**config.mk**
```make
export PLATFORM = sky130hd
export DESIGN_NAME = irq_prio_ctrl
export DESIGN_NICKNAME = d
export VERILOG_FILES = /design/src/rtl/irq_prio_pkg.sv /design/src/rtl/prio_pick.sv /design/src/rtl/irq_regs.sv /design/src/rtl/irq_prio_ctrl.sv
export SDC_FILE = /design/constraint.sdc
export NUM_CORES = 1
export LEC_CHECK = 0
export ABC_AREA = 1
export BUFFER_PORTS_ARGS = -buffer_cell sky130_fd_sc_hd__buf_2
export CAP_MARGIN = 20
export CORE_AREA = 4 4 116 118
export CTS_CLUSTER_SIZE = 40
export DETAILED_ROUTE_END_ITERATION = 10
export DIE_AREA = 0 0 120 122
export GPL_ROUTABILITY_DRIVEN = 0
export HOLD_SLACK_MARGIN = 0.03
export PLACE_DENSITY = 0.62
export REMOVE_ABC_BUFFERS = 1
export SLEW_MARGIN = 5
export SYNTH_ARGS = -nofsm -noshare
export SYNTH_HDL_FRONTEND = slang
export SYNTH_SLANG_ARGS = --single-unit
```
**constraint.sdc**
```tcl
create_clock -name clk_i -period 12.2 [get_ports clk_i]
set_clock_uncertainty 0.15 [all_clocks]
set_input_delay 2.44 -clock clk_i [delete_from_list [all_inputs] [get_ports clk_i]]
set_output_delay 2.44 -clock clk_i [all_outputs]
set_load 0.02 [all_outputs]
```
**src/rtl/irq_prio_pkg.sv**
```systemverilog
package irq_prio_pkg;
  localparam int ADDR_W = 4;
  localparam int DATA_W = 8;
  localparam logic [ADDR_W-1:0] REG_MASK = 4'd8;
  localparam logic [ADDR_W-1:0] REG_CTRL = 4'd9;
  localparam logic [ADDR_W-1:0] REG_EOI  = 4'd10;
  localparam logic [ADDR_W-1:0] REG_PEND = 4'd11;
  localparam logic [7:0] NMI_VEC = 8'd2;

  // timer -> 8, DMA0/DMA1 -> 10/11, external lines -> 12..15
  function automatic logic [7:0] src_vec(input int idx);
    return (idx == 0) ? 8'd8 : 8'(9 + idx);
  endfunction
endpackage

```
**src/rtl/prio_pick.sv**
```systemverilog
module prio_pick #(
  parameter int N  = 7,
  parameter int LW = 3,
  localparam int IW = (N > 1) ? $clog2(N) : 1
) (
  input  logic [N-1:0]         valid_i,
  input  logic [N-1:0][LW-1:0] lvl_i,
  output logic                 found_o,
  output logic [IW-1:0]        idx_o,
  output logic [LW-1:0]        lvl_o
);
  always_comb begin
    found_o = 1'b0;
    idx_o   = '0;
    lvl_o   = '1;
    // strict compare keeps the lowest index on ties
    for (int i = 0; i < N; i++) begin
      if (valid_i[i] && (!found_o || lvl_i[i] < lvl_o)) begin
        found_o = 1'b1;
        idx_o   = IW'(i);
        lvl_o   = lvl_i[i];
      end
    end
  end
endmodule

```
**src/rtl/irq_regs.sv**
```systemverilog
module irq_regs
  import irq_prio_pkg::*;
#(
  parameter int N  = 7,
  parameter int LW = 3
) (
  input  logic                 clk_i,
  input  logic                 rst_ni,
  input  logic                 we_i,
  input  logic [ADDR_W-1:0]    addr_i,
  input  logic [DATA_W-1:0]    wdata_i,
  input  logic [N-1:0]         pend_i,
  input  logic                 nmi_pend_i,
  input  logic [N-1:0]         isr_i,
  input  logic                 nmi_isr_i,
  output logic [N-1:0][LW-1:0] lvl_o,
  output logic [N-1:0]         mask_o,
  output logic                 en_o,
  output logic                 sfnm_o,
  output logic                 eoi_o,
  output logic [DATA_W-1:0]    rdata_o
);
  always_ff @(posedge clk_i or negedge rst_ni) begin
    if (!rst_ni) begin
      lvl_o  <= '1;
      mask_o <= '1;
      en_o   <= 1'b0;
      sfnm_o <= 1'b0;
    end else if (we_i) begin
      for (int k = 0; k < N; k++)
        if (addr_i == ADDR_W'(k)) lvl_o[k] <= wdata_i[LW-1:0];
      if (addr_i == REG_MASK) mask_o <= wdata_i[N-1:0];
      if (addr_i == REG_CTRL) begin
        en_o   <= wdata_i[0];
        sfnm_o <= wdata_i[1];
      end
    end
  end

  assign eoi_o = we_i && (addr_i == REG_EOI);

  always_comb begin
    rdata_o = '0;
    for (int k = 0; k < N; k++)
      if (addr_i == ADDR_W'(k)) rdata_o = DATA_W'(lvl_o[k]);
    case (addr_i)
      REG_MASK: rdata_o = DATA_W'(mask_o);
      REG_CTRL: rdata_o = DATA_W'({sfnm_o, en_o});
      REG_EOI:  rdata_o = {nmi_isr_i, (DATA_W-1)'(isr_i)};
      REG_PEND: rdata_o = {nmi_pend_i, (DATA_W-1)'(pend_i)};
      default: ;
    endcase
  end
endmodule

```
**src/rtl/irq_prio_ctrl.sv**
```systemverilog
module irq_prio_ctrl
  import irq_prio_pkg::*;
#(
  parameter int N_SRC    = 7,
  parameter int LVL_W    = 3,
  parameter int EXT_BASE = 3,
  localparam int IW = (N_SRC > 1) ? $clog2(N_SRC) : 1
) (
  input  logic              clk_i,
  input  logic              rst_ni,
  input  logic              nmi_i,
  input  logic [N_SRC-1:0]  req_i,
  input  logic              ack_i,
  output logic              irq_o,
  output logic [7:0]        vector_o,
  input  logic              we_i,
  input  logic [ADDR_W-1:0] addr_i,
  input  logic [DATA_W-1:0] wdata_i,
  output logic [DATA_W-1:0] rdata_o
);
  logic [N_SRC-1:0]            pend_q, isr_q, mask_q, elig, ack_set, eoi_clr;
  logic [N_SRC-1:0][LVL_W-1:0] lvl;
  logic                        nmi_q, nmi_pend_q, nmi_isr_q, en_q, sfnm_q, eoi;
  logic                        p_found, s_found, ext_at_min, nest_ok, nmi_fire, take;
  logic [IW-1:0]               p_idx, s_idx;
  logic [LVL_W-1:0]            p_lvl, s_lvl;

  irq_regs #(.N(N_SRC), .LW(LVL_W)) u_regs (
    .clk_i, .rst_ni, .we_i, .addr_i, .wdata_i,
    .pend_i(pend_q), .nmi_pend_i(nmi_pend_q), .isr_i(isr_q), .nmi_isr_i(nmi_isr_q),
    .lvl_o(lvl), .mask_o(mask_q), .en_o(en_q), .sfnm_o(sfnm_q), .eoi_o(eoi),
    .rdata_o
  );

  assign elig = pend_q & ~mask_q & {N_SRC{en_q}};

  prio_pick #(.N(N_SRC), .LW(LVL_W)) u_pick_req (
    .valid_i(elig), .lvl_i(lvl), .found_o(p_found), .idx_o(p_idx), .lvl_o(p_lvl)
  );

  prio_pick #(.N(N_SRC), .LW(LVL_W)) u_pick_isr (
    .valid_i(isr_q), .lvl_i(lvl), .found_o(s_found), .idx_o(s_idx), .lvl_o(s_lvl)
  );

  always_comb begin
    ext_at_min = 1'b0;
    for (int k = EXT_BASE; k < N_SRC; k++)
      if (isr_q[k] && lvl[k] == s_lvl) ext_at_min = 1'b1;
  end

  assign nest_ok  = !s_found || (p_lvl < s_lvl) || (sfnm_q && p_lvl == s_lvl && ext_at_min);
  assign nmi_fire = nmi_pend_q && !nmi_isr_q;
  assign irq_o    = nmi_fire || (!nmi_isr_q && p_found && nest_ok);
  assign vector_o = nmi_fire ? NMI_VEC : (irq_o ? src_vec(int'(p_idx)) : 8'd0);
  assign take     = ack_i && irq_o;

  always_comb begin
    ack_set = '0;
    eoi_clr = '0;
    if (take && !nmi_fire) ack_set[p_idx] = 1'b1;
    if (eoi && !nmi_isr_q && s_found) eoi_clr[s_idx] = 1'b1;
  end

  always_ff @(posedge clk_i or negedge rst_ni) begin
    if (!rst_ni) begin
      nmi_q      <= 1'b0;
      nmi_pend_q <= 1'b0;
      nmi_isr_q  <= 1'b0;
      pend_q     <= '0;
      isr_q      <= '0;
    end else begin
      nmi_q      <= nmi_i;
      nmi_pend_q <= (nmi_pend_q && !(take && nmi_fire)) || (nmi_i && !nmi_q);
      nmi_isr_q  <= (nmi_isr_q && !eoi) || (take && nmi_fire);
      pend_q     <= (pend_q & ~ack_set) | req_i;
      isr_q      <= (isr_q & ~eoi_clr) | ack_set;
    end
  end
endmodule

```
==> flow_summary.json <==
{
  "core_um2": 12500,
  "slew_violations": 0,
  "synthArstFlopShare_pct": 100,
  "grt_pass1_vias": 3843,
  "tightest_slew_ns": 0.740,
  "maxCapViolCount": 0,
  "syn_inst": 653,
  "hold_buffers": 0,
  "synth_seq_cells": 47,
  "fin_crit_sh_pct": 86.6,
  "start_util_pct": 34.0,
  "ant_nets": 0,
  "cts_setup_buffers": 0,
  "worstSkewPairLatency_ns": 0.29,
  "placed_cell_area_um2": 4600,
  "cts_tree": "yes",
  "cp_slowest_cell": "dfrtp_1",
  "fillCellCount": 1342,
  "power_density_nw_per_um2": 273,
  "drt-total-wl_um": 11600,
  "dieHeight_um": 122,
  "reg2reg_from": "u_regs.en_o",
  "cts.path.max_buffers": 2,
  "htree_levels": 2,
  "ys_seq_area_share_pct": 28.6,
  "areaGrowthSynthToFinish_pct": 12.4,
  "relSlewSlack_pct": 50.5,
  "clkSinkCount": 47,
  "status": "completed",
  "max_freq_ghz": 0.0947,
  "cts-root-buf": "clkbuf_16",
  "cp-end-kind": "output port",
  "path_clk_slew_ns": 0.06,
  "rsz0062_at_grt": "no",
  "ys_types": 37,
  "layout.nets": 738,
  "fp.dieW_um": 120,
  "vias": 4155,
  "finish.instance_area_um2": 4760,
  "synth_warnings": 0,
  "setup_tns_ns": 0,
  "track_usage_pct": 16.5,
  "drt_iter0_markers": 231,
  "worstSetupPathType": "reg -> out",
  "post_cts_resized": 0,
  "crit_top_cell": "nand2_1",
  "cts_buffers": 5,
  "syn_area_um2": 4240,
  "finalWorstPathRequiredPeriod_ns": 10.56,
  "critPathMaxStageDelay_ns": 0.49,
  "grt_max_degree": 48,
  "die-area_um2": 14600,
  "grt_pass1_wl_um": 19400,
  "power.leakage_nw": 2.56,
  "holdWs_ns": 0.270,
  "path_max_fanout": 10,
  "required_ns": 9.61,
  "final.setup.worst_slack_ns": 1.64,
  "min_path_type": "reg -> reg",
  "firstDrtPassIters": 5,
  "avgSynthCellArea_um2": 6.49,
  "port_buffers": 36,
  "pre_cts_slack_ns": 1.95,
  "hp-start": "nmi_q",
  "ys.flop_type": "dfstp_2",
  "finalSetupViolCount": 0,
  "critPathLaunch": "u_regs.en_o",
  "start_kind": "flip-flop",
  "route.detailed.drc": 0,
  "vias_per_cell": 4.80,
  "antenna_found_initial": 0,
  "hpwl_um": 9390,
  "diodes": 0,
  "num_rows": 41,
  "final_layout_size_suffix_gt1_share_pct": 17.3,
  "total_power_mw": 1.30,
  "ir_drop_v": 0.000131,
  "hold_viol": 0,
  "wl_per_cell_um": 13.4,
  "crit_arrival_ns": 7.97,
  "gr-total-overflow": 0,
  "ios": 41,
  "synth_edf_count": 0
}
## routing by layer
metal	global-route usage (%)	vias to the layer above	part of all wire [%]
li1	-	2180	-
met4	4.94	0	2.2
met5	0	-	0
met1	22.8	1854	48
met3	2.23	17	4.1
met2	26.8	104	45
## final cells by class
cell class | count | area [µm²] | area share (%)
repair buffers | 37 | 200 | 4.20
inverters | 103 | 387 | 8.12
clock buffers | 6 | 129 | 2.71
well taps | 172 | 215 | 4.52
flip-flops and latches | 47 | 1210 | 25.4
clock inverters | 2 | 12.5 | 0.263
multi-input cells | 498 | 2610 | 54.7
## through the flow
step	utilization, %	instances
after CTS	38.0	864
after detailed placement	36.9	856
after global routing	38.2	865
final	38.2	865
after global placement	36.9	856
after floorplan	-	648
## sequential cells by signal, summed over array words and instances (netlist names)
signal,count
nmi_q,1
pend_q,7
u_regs.lvl_o,21
u_regs.en_o,1
u_regs.sfnm_o,1
nmi_pend_q,1
u_regs.mask_o,7
isr_q,7
nmi_isr_q,1
## worst max-delay path: cells and delay by family (launching register included)
kind	cells	cell delay (ns)
DFF	1	0.49
and+or+nand+nor	29	2.53
buffers and inverters	4	0.48
adders and majority gates	7	2.07
AOI/OAI and AO/OA	11	2.11
## cells in the mapped netlist (3+ instances only)
| cell | count | share of area (%) |
|---|---|---|
| nand2_1 | 194 | 17 |
| inv_1 | 98 | 8.7 |
| nor2_1 | 62 | 5.5 |
| o21ai_0 | 56 | 6.6 |
| nand3_1 | 52 | 6.1 |
| dfstp_2 | 28 | 17 |
| ha_1 | 22 | 6.5 |
| dfrtp_1 | 19 | 11 |
| nand2_2 | 18 | 2.7 |
| a21oi_1 | 17 | 2.0 |
| nand2_4 | 14 | 3.7 |
| nand4_1 | 13 | 1.9 |
| nor3_1 | 7 | 0.83 |
| o22ai_1 | 6 | 0.89 |
| a221oi_1 | 4 | 0.83 |
| inv_2 | 4 | 0.35 |
| nand3_2 | 4 | 0.95 |
| buf_4 | 3 | 0.53 |
| clkbuf_1 | 3 | 0.27 |
| mux2_2 | 3 | 0.80 |
| o21a_1 | 3 | 0.53 |
| o21ai_1 | 3 | 0.35 |
| xor2_1 | 3 | 0.62 |
## final timing paths
kind	depth (start not counted)	endpoint	slack, ns
max in group asynchronous	2	u_regs.mask_o[6]	9.39
hold / removal	1	nmi_pend_q	0.27
hold reg to reg	1	nmi_pend_q	0.27
setup reg to reg	49	pend_q[1]	4.38
setup / recovery	51	vector_o[1]	1.64
min in group asynchronous	1	u_regs.lvl_o[0]	2.24
## placed cells by master (no fill, tap or decap), types with 13 or more instances in the layout
cell type	count
nor2_1	62
nand4_1	13
inv_1	98
ha_1	22
nand2_2	18
nand2_1	194
nand2_4	14
dfrtp_1	19
o21ai_0	56
buf_2	36
dfstp_2	28
a21oi_1	17
nand3_1	52
## power breakdown
group          total, mW  switching [mW]  internal (mW)  leakage [nW]
Clock              0.134          0.0585         0.0757        0.0669
Sequential         0.277          0.0701          0.207         0.502
Combinational      0.890           0.578          0.313          1.99
Total               1.30           0.706          0.596          2.56
## cell families after synthesis
| family | after synthesis | synth area share [%] |
|---|---|---|
| xor gates and xnor gates | 3 | 0.620 |
| adders and majority gates | 22 | 6.50 |
| and+or+nand+nor | 371 | 40.9 |
| buffers and inverters | 110 | 10.0 |
| muxes | 3 | 0.798 |
| AOI/OAI and AO/OA | 96 | 12.5 |
| DFF | 47 | 28.6 |
| other | 1 | 0.0885 |
(Power assumes the default switching activity.)
